[src/rtl/rstc_pkg.sv]
package rstc_pkg;
    typedef enum logic [1:0] {
        ST_HOLD    = 2'd0,
        ST_STRETCH = 2'd1,
        ST_RUN     = 2'd2
    } seq_state_e;

    // Cause bit positions, read by firmware
    localparam int CAUSE_POR   = 0;
    localparam int CAUSE_EXT   = 1;
    localparam int CAUSE_WDT   = 2;
    localparam int CAUSE_SW    = 3;
    localparam int CAUSE_FIXED = 4;  // first monitor bit
endpackage

[src/rtl/rstc_rel_sync.sv]
// Release synchronizer: output clears at once on arst, sets after STAGES edges.
module rstc_rel_sync #(
    parameter int STAGES = 2
) (
    input  logic clk,
    input  logic arst,
    output logic rel
);
    logic [STAGES-1:0] sh_q;

    always_ff @(posedge clk or posedge arst) begin
        if (arst) sh_q <= '0;
        else      sh_q <= {sh_q[STAGES-2:0], 1'b1};
    end

    assign rel = sh_q[STAGES-1];
endmodule

[src/rtl/rstc_seq.sv]
module rstc_seq
    import rstc_pkg::*;
#(
    parameter int HOLD_CYC = 16
) (
    input  logic clk,
    input  logic arst,
    input  logic rel,
    input  logic sync_req,
    output logic sys_rst_n
);
    localparam int CNT_W = $clog2(HOLD_CYC);
    localparam int QMAX  = HOLD_CYC + 2;
    localparam int QW    = $clog2(QMAX + 1);

    seq_state_e state_q, state_d;
    logic [CNT_W-1:0] cnt_q;
    logic sys_rst_n_q;
    logic src_active;

    assign src_active = !rel || sync_req;

    // state register
    always_ff @(posedge clk or posedge arst) begin
        if (arst) state_q <= ST_HOLD;
        else      state_q <= state_d;
    end

    always_comb begin
        state_d = state_q;
        unique case (state_q)
            ST_HOLD:    if (!src_active) state_d = ST_STRETCH;
            ST_STRETCH: if (src_active) state_d = ST_HOLD;
                        else if (cnt_q == CNT_W'(HOLD_CYC - 1)) state_d = ST_RUN;
            ST_RUN:     if (src_active) state_d = ST_HOLD;
            default:    state_d = ST_HOLD;
        endcase
    end

    always_ff @(posedge clk or posedge arst) begin
        if (arst) cnt_q <= '0;
        else if (state_q == ST_STRETCH && state_d == ST_STRETCH) cnt_q <= cnt_q + 1'b1;
        else cnt_q <= '0;
    end

    // output register
    always_ff @(posedge clk or posedge arst) begin
        if (arst) sys_rst_n_q <= 1'b0;
        else      sys_rst_n_q <= (state_d == ST_RUN);
    end

    assign sys_rst_n = sys_rst_n_q;

    // checker: edges since a source was last seen
    logic [QW-1:0] quiet_q;
    always_ff @(posedge clk or posedge arst) begin
        if (arst) quiet_q <= '0;
        else if (src_active) quiet_q <= '0;
        else if (quiet_q != QW'(QMAX)) quiet_q <= quiet_q + 1'b1;
    end

    AST_RELEASE_AFTER_HOLD: assert property (@(posedge clk) disable iff (arst)
        $rose(sys_rst_n_q) |-> quiet_q == QW'(HOLD_CYC + 1)) else $error("release window");
    AST_REQ_ASSERTS_RESET: assert property (@(posedge clk) disable iff (arst)
        (sys_rst_n_q && sync_req) |=> !sys_rst_n_q) else $error("request ignored");
endmodule

[src/rtl/rstc_cause.sv]
module rstc_cause
    import rstc_pkg::*;
#(
    parameter int NMON   = 2,
    parameter int STAGES = 2
) (
    input  logic                    clk,
    input  logic                    por_arst,
    input  logic                    ext_rst_n,
    input  logic                    wdt_expire,
    input  logic                    sw_fire,
    input  logic                    sw_req,
    input  logic                    sw_dis,
    input  logic [NMON-1:0]         mon_req,
    output logic [CAUSE_FIXED+NMON-1:0] cause
);
    localparam int CW = CAUSE_FIXED + NMON;

    logic [STAGES-1:0] ext_s_q;
    logic [CW-1:0] cause_q, hit;
    logic          any_hit;

    always_ff @(posedge clk or posedge por_arst) begin
        if (por_arst) ext_s_q <= '1;
        else          ext_s_q <= {ext_s_q[STAGES-2:0], ext_rst_n};
    end

    always_comb begin
        hit     = '0;
        any_hit = 1'b1;
        if (!ext_s_q[STAGES-1])  hit[CAUSE_EXT] = 1'b1;
        else if (wdt_expire)     hit[CAUSE_WDT] = 1'b1;
        else if (sw_fire)        hit[CAUSE_SW]  = 1'b1;
        else if (|mon_req) begin
            for (int i = NMON - 1; i >= 0; i--) begin
                if (mon_req[i]) begin
                    hit = '0;
                    hit[CAUSE_FIXED + i] = 1'b1;
                end
            end
        end
        else any_hit = 1'b0;
    end

    always_ff @(posedge clk or posedge por_arst) begin
        if (por_arst)     cause_q <= CW'(1) << CAUSE_POR;
        else if (any_hit) cause_q <= hit;
    end

    assign cause = cause_q;

    AST_CAUSE_ONEHOT: assert property (@(posedge clk) disable iff (por_arst)
        $countones(cause_q) == 1) else $error("cause not one-hot");
    AST_SW_GATED: assert property (@(posedge clk) disable iff (por_arst)
        $rose(cause_q[CAUSE_SW]) |-> $past(sw_req && !sw_dis)) else $error("sw cause w/o enabled strobe");
endmodule

[src/rtl/rstc_top.sv]
module rstc_top
    import rstc_pkg::*;
#(
    parameter int NMON        = 2,
    parameter int HOLD_CYC    = 16,
    parameter int SYNC_STAGES = 2
) (
    input  logic                      clk,
    input  logic                      por_ok,
    input  logic                      ext_rst_n,
    input  logic                      sw_req,
    input  logic                      sw_dis,
    input  logic                      wdt_expire,
    input  logic [NMON-1:0]           mon_rst_req,
    output logic                      sys_rst_n,
    output logic [CAUSE_FIXED+NMON-1:0] rst_cause
);
    logic por_arst, arst, rel, sw_fire, sync_req;

    assign por_arst = !por_ok;
    assign arst     = !por_ok || !ext_rst_n;
    assign sw_fire  = sw_req && !sw_dis;
    assign sync_req = sw_fire || wdt_expire || (|mon_rst_req);

    rstc_rel_sync #(.STAGES(SYNC_STAGES)) u_rel (
        .clk (clk),
        .arst(arst),
        .rel (rel)
    );

    rstc_seq #(.HOLD_CYC(HOLD_CYC)) u_seq (
        .clk      (clk),
        .arst     (arst),
        .rel      (rel),
        .sync_req (sync_req),
        .sys_rst_n(sys_rst_n)
    );

    rstc_cause #(.NMON(NMON), .STAGES(SYNC_STAGES)) u_cause (
        .clk       (clk),
        .por_arst  (por_arst),
        .ext_rst_n (ext_rst_n),
        .wdt_expire(wdt_expire),
        .sw_fire   (sw_fire),
        .sw_req    (sw_req),
        .sw_dis    (sw_dis),
        .mon_req   (mon_rst_req),
        .cause     (rst_cause)
    );
endmodule

[config.mk]
export PLATFORM = sky130hd
export DESIGN_NAME = rstc_top
export DESIGN_NICKNAME = d
export VERILOG_FILES = /design/src/rtl/rstc_pkg.sv /design/src/rtl/rstc_rel_sync.sv /design/src/rtl/rstc_seq.sv /design/src/rtl/rstc_cause.sv /design/src/rtl/rstc_top.sv
export SDC_FILE = /design/constraint.sdc
export NUM_CORES = 1
export LEC_CHECK = 0
export ABC_AREA = 1
export BUFFER_PORTS_ARGS = -buffer_cell sky130_fd_sc_hd__clkbuf_2
export CAP_MARGIN = 20
export CORE_UTILIZATION = 45
export CTS_BUF_LIST = sky130_fd_sc_hd__clkbuf_4 sky130_fd_sc_hd__clkbuf_8
export DETAILED_ROUTE_END_ITERATION = 7
export PLACE_DENSITY_LB_ADDON = 0.15
export SETUP_SLACK_MARGIN = 0.3
export SKIP_LAST_GASP = 1
export SLEW_MARGIN = 20
export SYNTH_ARGS = -nofsm -noshare
export SYNTH_HDL_FRONTEND = slang
export SYNTH_HIERARCHICAL = 1
export SYNTH_SLANG_ARGS = --single-unit
[constraint.sdc]
create_clock -name clk -period 1.5 [get_ports clk]
set_clock_uncertainty 0.15 [all_clocks]
set_input_delay 0.3 -clock clk [delete_from_list [all_inputs] [get_ports clk]]
set_output_delay 0.3 -clock clk [all_outputs]
set_load 0.005 [all_outputs]
=== Word-level counts from Yosys, hierarchy flattened ===
Index checks and enable logic that the tools add are counted.

* Equal/unequal tests: 5
* Reduce and logical (&&, ||, !) cells: 12
* $add $sub $neg: 1
* Multiplexer cells: 22

{| class="wikitable"
|+ Operators with widths
! operator !! count
|-
| two-way mux 6 bit || 3
|-
| two-way mux 2 bit || 6
|-
| two-way mux 1 bit || 8
|-
| two-way mux 4 bit || 2
|-
| two-way mux 3 bit || 2
|-
| one-hot mux 2 bit (3 select lines) || 1
|-
| adder 4 x 1 -> 4 bit (second input constant) || 1
|-
| == test 2 x 1 -> 1 bit (second input constant) || 2
|-
| == test 2 bit (second input constant) || 2
|-
| == test 4 bit (second input constant) || 1
|-
| zero test 1 bit || 4
|-
| logical OR 1 bit || 4
|-
| logical AND 1 bit || 2
|-
| zero test 2 bit || 1
|-
| OR reduction 2 bit || 1
|}

* Output and inout port bits: 7
* Bits of input ports: 8
* Word-level logic and storage cells: 46
* Register bits: 17

=== Logic depth before layout (Yosys ltp) ===
* Depth in word-level cells: 10
* Mapped depth: 6
* Mapped depth without buffers: 6

=== Hierarchy ===
Netlist, hierarchy kept.

{| class="wikitable"
|+ By module, submodules not included
! module !! times used !! seq. area each (um2) !! area each (um2) !! cells an instance
|-
| rstc_cause || 1 || 203.9 || 314.1 || 30
|-
| rstc_seq || 1 || 175.2 || 306.5 || 34
|-
| rstc_rel_sync || 1 || 50.0 || 57.6 || 4
|-
| rstc_top || 1 || 0.0 || 31.3 || 8
|}

=== Worst setup path after synthesis ===
No wires, ideal clock.

* Path type: register -> register
* From: reg u_seq.cnt_q[0]
* To: reg u_seq.cnt_q[0]
* Data arrival time: 936 ps
* Stages on the path, launching flop included: 5
* Path slack: 340 ps
* Clock period less this slack: 1160 ps
* Setup time: 74 ps
* Required time: 1276 ps
* Cell sequence: dfrtp_1 -> ha_1 -> nand3_1 -> nand4_1 -> nor2_1

* Word-level cells in the longest chain between the ends: 7

{| class="wikitable"
|+ RTL lines
! element !! RTL line !! text
|-
| start: declaration || rstc_seq.sv:17 || <nowiki>logic [CNT_W-1:0] cnt_q;</nowiki>
|-
| start signal: assignment || rstc_seq.sv:42 || <nowiki>else if (state_q == ST_STRETCH && state_d == ST_STRETCH) cnt_q <= cnt_q + 1'b1;</nowiki>
|-
| == test 4 bit || rstc_seq.sv:34 || <nowiki>else if (cnt_q == CNT_W'(HOLD_CYC - 1)) state_d = ST_RUN;</nowiki>
|-
| two-way mux 2 bit || rstc_seq.sv:34 ||
|-
| two-way mux 2 bit || rstc_seq.sv:33 || <nowiki>ST_STRETCH: if (src_active) state_d = ST_HOLD;</nowiki>
|-
| one-hot mux 2 bit (3 select lines) || rstc_seq.sv:31 || <nowiki>unique case (state_q)</nowiki>
|-
| == test 2 x 1 -> 1 bit || rstc_seq.sv:42 ||
|-
| logical AND 1 bit || rstc_seq.sv:42 ||
|-
| two-way mux 4 bit * || rstc_seq.sv:42 ||
|}

Mark *: on every way between the ends. The rest lies on a longest branch, timed or not.
A chain may end at the register's enable or synchronous reset.

=== Worst setup path in the final report ===
* From: reg u_cause.cause_q[0] (netlist: u_cause/cause[0])
* To: out rst_cause[0]

{| class="wikitable"
|+ RTL lines
! element !! RTL line !! text
|-
| start: declaration || rstc_cause.sv:20 || <nowiki>logic [CW-1:0] cause_q, hit;</nowiki>
|-
| start signal: assignment || rstc_cause.sv:46 || <nowiki>if (por_arst) cause_q <= CW'(1) << CAUSE_POR;</nowiki>
|-
| start signal: assignment || rstc_cause.sv:47 || <nowiki>else if (any_hit) cause_q <= hit;</nowiki>
|-
| end: declaration || rstc_top.sv:16 || <nowiki>output logic [CAUSE_FIXED+NMON-1:0] rst_cause</nowiki>
|}

No word-level cell between the ends.

==> results.yml <==
finish:
  layoutNonFillerInstCount: 115
  regArea_um2: 429
  utilization: 0.655
  antenna_cells: 0
  final_layout_size_suffix_gt1_frac: 0.330
  syn_to_final_growth_pct: 27.7
  multiInputGateArea_um2: 254
  most-common-layout-cells: "inv_1, clkbuf_2, dfrtp_1, nor2_1, nand2_1"
  design_area_um2: 906
  final_common_cell: "inv_1"
  layout.nets: 110
  nFillCells: 116
floorplan:
  core_um2: 1380
  io_pins: 15
  dieArea_um2: 1740
  rows: 13
  die_y_um: 41.7
  die_w_um: 41.7
  initial_core_util: 0.513
routing:
  dr.pass1.iters: 4
  routed_wl_mm: 1.26
  drt_iter0_drc: 7
  vias: 544
  drc: 0
  vias_per_cell: 4.73
  wire_per_inst_um: 10.9
  ant_nets: 0
synth:
  ys_seq_elements: 17
  syn_nets: 85
  yosysWarnings: 6
  synth_cells: 76
  syn_area_per_cell_um2: 9.33
  yosysUniqueCellTypes: 17
  ys_seq_area_frac: 0.605
  netlist_area_um2: 709
sta:
  hold_viol: 0
  timing.setup.tns_ns: 0
  rsz0062_at_grt: "yes"
  period_share: 0.911
  max_freq_ghz: 0.732
  period_minus_slack_ns: 1.37
  setup_ws_ns: 0.133
  setup_viol: 0
  drv_slew: 0
critical_path:
  crit_fanout: 2
  worstSetupPathType: "flip-flop to output port"
  required_ns: 1.05
  rr_worst_depth: 4
  cp_cell_sequence: "clkbuf_2"
  slowest_delay_ns: 0.54
  worst-path-buf-inv: 1
  crit_family: "flip-flops"
  r2r-start: "u_seq/cnt_q[1]"
  startpoint_type: "flip-flop"
  arrival_ns: 0.92
  endpoint_kind: "output port"
  rrSetupSlack_ns: 0.22
  critical-path-slowest-cell: "dfstp_2"
  reg2reg_to: "u_seq/cnt_q[1]"
global_route:
  grt_max_degree: 11
  grt_pass1_vias: 505
  gr-total-overflow: 0
  antenna_found_initial: 0
  grt_pass1_wl_mm: 2.03
  grt_usage: 0.153
min_path:
  worstHoldEndpoint: "u_cause/cause[0]"
  holdCritPathClass: "primary input to flip-flop"
  hold_depth: 4
  min-delay-start: "wdt_expire"
placed_design:
  place_area_um2: 798
  gp_congestion: 0.718
  dp_slack_ns: 0.181
  place_hpwl_um: 879
  placed_cells: 105
  numPortBuffers: 14
clock_network:
  cts_buffers: 3
  clk_pin_slew_ns: 0.10
  clockBufferDepth: 2
  htreeDepth: 1
  cts-root-buf: "clkbuf_4"
  cts.sinks: 17
  clk_latency_ns: 0.28
  cts_tree: "built"
run:
  maxCapViolCount: 0
outcome:
  status: "complete, no violations"
power:
  max-vdd-ir-drop_mv: 0.513
  p_leak_uw: 0.000478
  power_density_nw_per_um2: 856
[worst max-delay path by stage]
stage | from | cells past startpoint | end
CTS | u_cause/cause[0] | 1 | rst_cause[0]
finish | u_cause/cause[0] | 1 | rst_cause[0]
detailed placement | wdt_expire | 6 | u_seq/cnt_q[0]
floorplan | u_seq/cnt_q[0] | 4 | u_seq/cnt_q[0]
global route | u_cause/cause[0] | 1 | rst_cause[0]
global placement | wdt_expire | 6 | u_seq/cnt_q[2]
[logic make-up (layout without fill, tap and decap cells)]
group | Yosys count | in the layout | synth area share
adder cells (fa/ha/maj) | 1 | 1 | 0.0176
other | 1 | 1 | 0.00529
AO/OA/AOI/OAI | 3 | 3 | 0.0282
buffers and inverters | 15 | 39 | 0.0794
XOR/XNOR | 1 | 1 | 0.0123
flip-flops | 17 | 17 | 0.605
AND/OR/NAND/NOR | 38 | 38 | 0.252
[report_power, final]
group	total (uW)	leakage, uW	internal [uW]	switching, uW
Clock	238	0.0000177	98.9	139
Combinational	60.2	0.000242	24.8	35.3
Sequential	478	0.000218	472	5.80
[cell usage after synthesis, drive strengths merged]
library cell	n	share of area
nand2	12	0.067
conb	1	0.0053
o211a	1	0.014
a21oi	2	0.014
nand3	4	0.035
nor2	16	0.095
ha	1	0.018
or2	1	0.0088
inv	15	0.079
nor3b	1	0.011
xnor2	1	0.012
nand4	4	0.035
dfstp	3	0.11
dfrtp	14	0.49
[state kept, by name, summed over array words and instances (netlist names)]
name / cells
u_seq/sys_rst_n: 1
u_seq/state_q: 2
u_seq/cnt_q: 4
u_cause/cause: 6
u_cause/ext_s_q: 2
u_rel/sh_q: 2
[area by class of cell]
| cell class | instances | share of cell area |
|---|---|---|
| clock buffers | 3 | 0.0249 |
| clock inverters | 1 | 0.00552 |
| inverters | 15 | 0.0622 |
| multi-input cells | 44 | 0.280 |
| flip-flops and latches | 17 | 0.474 |
| well taps | 15 | 0.0207 |
| repair buffers | 20 | 0.133 |
[per-layer routing]
| layer | up-vias | wire length, um | track usage |
|---|---|---|---|
| met4 | 0 | 0 | 0.0387 |
| met2 | 16 | 627 | 0.238 |
| met3 | 0 | 65 | 0.0435 |
| li1 | 279 | - | - |
| met1 | 249 | 566 | 0.213 |
| met5 | - | 0 | 0 |
[stage by stage]
step / total power, uW / hold WS [ns]
finish: 775 / 0.138
global route: 814 / 0.149
CTS: 786 / 0.122
global placement: 538 / 0.0639
floorplan: 514 / -0.0542
detailed placement: 540 / 0.0731
[timing repair]
action | in CTS | in global routing
setup buffers | 2 | 2
pin swaps | 0 | 3
setup endpoints to repair | 13 | 17
endpoints found under the hold margin | 15 | 0
resized for setup | 1 | 5
hold buffers | 2 | 0
(Power assumes the default switching activity.)
